## src/rtl/tcc_unit.sv

```systemverilog
`timescale 1ns/1ps
module tcc_unit (
  input  logic        clk,
  input  logic        rst_n,
  input  logic [15:0] count_i,
  input  logic        tick_i,
  input  logic [2:0]  cap_stb_i,
  input  logic        ch5_cap_sel_i,
  input  logic        cap4_stb_i,
  input  logic [4:0]  bus_addr_i,
  input  logic        bus_we_i,
  input  logic [7:0]  bus_wdata_i,
  output logic [7:0]  bus_rdata_o,
  output logic        irq_o
);
  localparam int NCAP = 3;
  localparam int NCMP = 5;
  localparam logic [4:0] A_CMP = 5'd6;
  localparam logic [4:0] A_EN  = 5'd16;
  localparam logic [4:0] A_FLG = 5'd17;

  logic [15:0] cap_q [NCAP];
  logic [15:0] cmp_q [NCMP];
  logic [7:0]  en_q, flg_q, set_v, clr_v;
  logic        cap4_hit;

  assign cap4_hit = ch5_cap_sel_i && cap4_stb_i;
  assign clr_v = (bus_we_i && bus_addr_i == A_FLG) ? bus_wdata_i : 8'h00;
  assign irq_o = |(flg_q & en_q);

  always_comb begin
    set_v = 8'h00;
    for (int k = 0; k < NCMP; k++)
      if (tick_i && count_i == cmp_q[k] && en_q[7-k] && !(k == NCMP-1 && ch5_cap_sel_i))
        set_v[7-k] = 1'b1;
    for (int i = 0; i < NCAP; i++)
      if (cap_stb_i[i]) set_v[2-i] = 1'b1;
    if (cap4_hit) set_v[3] = 1'b1;
  end

  always_ff @(posedge clk or negedge rst_n)
    if (!rst_n) begin
      flg_q <= 8'h00;
      en_q  <= 8'h00;
    end else begin
      flg_q <= (flg_q & ~clr_v) | set_v;
      if (bus_we_i && bus_addr_i == A_EN) en_q <= bus_wdata_i;
    end

  always_ff @(posedge clk or negedge rst_n)
    if (!rst_n) begin
      for (int i = 0; i < NCAP; i++) cap_q[i] <= 16'h0000;
    end else begin
      for (int i = 0; i < NCAP; i++)
        if (cap_stb_i[i]) cap_q[i] <= count_i;
    end

  always_ff @(posedge clk or negedge rst_n)
    if (!rst_n) begin
      for (int k = 0; k < NCMP; k++) cmp_q[k] <= 16'h0000;
    end else begin
      for (int k = 0; k < NCMP; k++) begin
        if (k == NCMP-1 && cap4_hit)
          cmp_q[k] <= count_i;
        else if (bus_we_i && bus_addr_i == A_CMP + 5'(2*k))
          cmp_q[k][15:8] <= bus_wdata_i;
        else if (bus_we_i && bus_addr_i == A_CMP + 5'(2*k+1))
          cmp_q[k][7:0] <= bus_wdata_i;
      end
    end

  always_comb begin
    bus_rdata_o = 8'h00;
    if (bus_addr_i < A_CMP)
      bus_rdata_o = bus_addr_i[0] ? cap_q[bus_addr_i[2:1]][7:0] : cap_q[bus_addr_i[2:1]][15:8];
    else if (bus_addr_i < A_EN) begin
      for (int k = 0; k < NCMP; k++) begin
        if (bus_addr_i == A_CMP + 5'(2*k))   bus_rdata_o = cmp_q[k][15:8];
        if (bus_addr_i == A_CMP + 5'(2*k+1)) bus_rdata_o = cmp_q[k][7:0];
      end
    end
    else if (bus_addr_i == A_EN)  bus_rdata_o = en_q;
    else if (bus_addr_i == A_FLG) bus_rdata_o = flg_q;
  end
endmodule


```

## config.mk

```make
export PLATFORM = sky130hd
export DESIGN_NAME = tcc_unit
export DESIGN_NICKNAME = d
export VERILOG_FILES = /design/src/rtl/tcc_unit.sv
export SDC_FILE = /design/constraint.sdc
export NUM_CORES = 1
export LEC_CHECK = 0
export BUFFER_PORTS_ARGS = -buffer_cell sky130_fd_sc_hd__buf_2
export CORE_UTILIZATION = 55
export CTS_BUF_LIST = sky130_fd_sc_hd__clkbuf_4 sky130_fd_sc_hd__clkbuf_8 sky130_fd_sc_hd__clkbuf_16
export DETAILED_ROUTE_END_ITERATION = 8
export GPL_TIMING_DRIVEN = 0
export PLACE_DENSITY = 0.78
export SLEW_MARGIN = 20
export SYNTH_ARGS = -nofsm -noshare
export SYNTH_HDL_FRONTEND = slang
export SYNTH_SLANG_ARGS = --single-unit
```

## constraint.sdc

```tcl
create_clock -name clk -period 3.6 [get_ports clk]
set_input_delay 0.72 -clock clk [delete_from_list [all_inputs] [get_ports clk]]
set_output_delay 0.72 -clock clk [all_outputs]
set_load 0.02 [all_outputs]
```

==> impl_metrics.ini <==
[pwr]
pwr-share-seq = 0.436
combPwrFrac = 0.189
ir_drop_uv = 443
switchingPower_uw = 1600
internal_power_uw = 3280
p_leak_uw = 0.00409
powerDensity_nw_per_um2 = 517
swShare = 0.329
p_clk_frac = 0.375

[grt]
grt_max_degree = 90
grt_first_pass_wirelength_mm = 43.9
antenna_found_initial = 0
first_global_vias = 6882
track_usage = 0.386
grt-ovfl-total = 0

[clocking]
cts-resized-gates = 0
cts_hold_buf = 0
cts_buffers = 17
clockBufferDepth = 2
clock_latency_ns = 0.44
clkSlewWorstSetupHoldPaths_ns = 0.07
cts_tree = done
cts.sinks = 144
postCtsSetupRepairBufs = 0
root_buffer = clkbuf_16
htree_levels = 4

[sta]
relSlewSlack = 0.300
hold_violations = 0
max_freq_mhz = 278
period_needed_ns = 3.60
rsz0062_at_grt = no
finClkSkew_ns = 0.00837
hold_ws_ns = 0.192
slew_violations = 0
post-route-period-util = 1.00
finalSetupViolCount = 1
fin_ws_ns = -0.000783
tightestPinTransition_ns = 1.05

[final_layout]
layout_commonest_cell = dfrtp_1
syn2layout_area_growth_pct = 11.9
final_cell_mix = dfrtp_1 (144), mux2_2 (114), xor2_1 (73), nand2_1 (52), mux2i_1 (42)
stdcell_count = 1009
drive_gt1_frac = 0.270
n_antenna_cell = 0
nNetsFinal = 850

[synthesis]
postSynthCellCount = 768
yosysUniqueCellTypes = 72
avgSynthCellArea_um2 = 11.0
yosysTopAreaCell = dfrtp_1
yosysWarnings = 0
async_flop_share = 1.00
synth_area_leaders = dfrtp_1 (43%), mux2_2 (15%), xor2_1 (7.6%)
syn-num-nets = 806
synth_top_area_share = 0.427
synth_ff_type = dfrtp_1
synth_area_um2 = 8430
yosysSeqAreaShare = 0.427
ys_seq_elements = 144
synth_edf_count = 0

[setup_path]
crit_path_start_kind = input port
crit_fanout = 10
endpoint_kind = output pin
reg2reg_depth = 4
arrival_ns = 2.88
required_ns = 2.88
path_class = input port to output pin

[min_path]
min_path_type = input port to async pin

[run_status]
violations = negative setup slack
outcome = finished with violations

[placement]
place_hpwl_mm = 20.5
dp.cells = 977
gp_congestion = 1.02
port_buffers = 24

[floorplanning]
initial_core_util = 0.571
rows = 44
chipHeight_um = 126
core_um2 = 14800
die_area_um2 = 15800
die_w_um = 126
ios = 47

[route]
routed_wl_mm = 29.5
dr.pass1.iters = 5
drt_iter0_drc = 844
drc = 0
routedWlPerCell_um = 29.3
vias_per_cell = 6.89
drtAntennaViolNets = 0
vias = 6951

[job]
drv_cap = 0
==> final timing paths <==
kind,endpoint,start,slack (ns)
setup / recovery,bus_rdata_o[0],bus_addr_i[4],-0.0008
hold / removal,cmp_q[34],rst_n,0.19
setup reg to reg,flg_q[5],cmp_q[45],2.20
hold reg to reg,cap_q[8],cap_q[8],0.51
max in group asynchronous,cap_q[8],rst_n,2.63
min in group clk,cap_q[8],cap_q[8],0.51
==> synthesized netlist by cell type, types with 14 or more instances <==
cell and count:
clkbuf_1 37, o21ai_0 31, nor4_1 16, buf_2 14, nand2_1 52, nor2_1 17, a21oi_1 22, dfrtp_1 144
xor2_1 73, mux2i_1 42, nand3_1 16, mux2_2 114
==> critical path, cell delays in order <==
cell and delay [ns]:
buf_2 0.25, buf_2 0.36, nand4b_4 0.24, a21oi_1 0.11
a311oi_1 0.38, o2111ai_1 0.24, a221oi_2 0.35, buf_2 0.23
==> power groups by stage <==
| stage | Clock (uW) | Combinational, uW | Sequential, uW |
|---|---|---|---|
| after global placement | 0 | 867 | 2120 |
| after detailed placement | 0 | 900 | 2140 |
| final | 1830 | 921 | 2130 |
| after floorplan | 0 | 646 | 2030 |
| after global routing | 1910 | 984 | 2140 |
| after CTS | 1830 | 905 | 2110 |
==> routing by layer <==
layer	share of wire	up-vias	GRT usage	wire length (um)
li1	-	2868	-	-
met1	0.41	3531	0.525	12000
met2	0.44	464	0.578	13000
met3	0.11	88	0.102	3190
met4	0.047	0	0.181	1390
met5	0	-	0	0
==> layout make-up <==
class	instances	area, um^2
Fill cell	1157	5320
Timing Repair Buffer	25	158
Tap cell	184	230
Sequential cell	144	3600
Clock buffer	17	425
Clock inverter	15	185
Buffer	67	345
Inverter	8	30.0
Multi-Input combinational cell	549	4460
==> per-stage QoR <==
step | setup slack (ns) | area, um^2 | TNS [ns] | total power [uW] | utilization
finish | -0.000783 | 9440 | -0.000783 | 4880 | 0.640
global route | 0.000913 | 9440 | 0 | 5030 | 0.640
CTS | 0.0835 | 9430 | 0 | 4850 | 0.639
detailed placement | 0.0837 | 8820 | 0 | 3040 | 0.598
global placement | -0.0366 | 8780 | -3.01 | 2990 | 0.595
floorplan | 0.581 | 8430 | 0 | 2680 | -
==> state kept, by name, indices dropped and copies added (netlist names) <==
register  flops
flg_q         8
cmp_q        80
en_q          8
cap_q        48
==> cell families (layout without fill, tap and decap cells) <==
family          count (synthesis)  after routing  share of synthesized area
simple gates                  172            172                      0.119
flops                         144            144                      0.427
xor+xnor                       80             80                     0.0831
compound gates                133            133                      0.111
mux                           164            164                      0.216
buf+inv                        75            132                     0.0439
(Power assumes the default switching activity.)
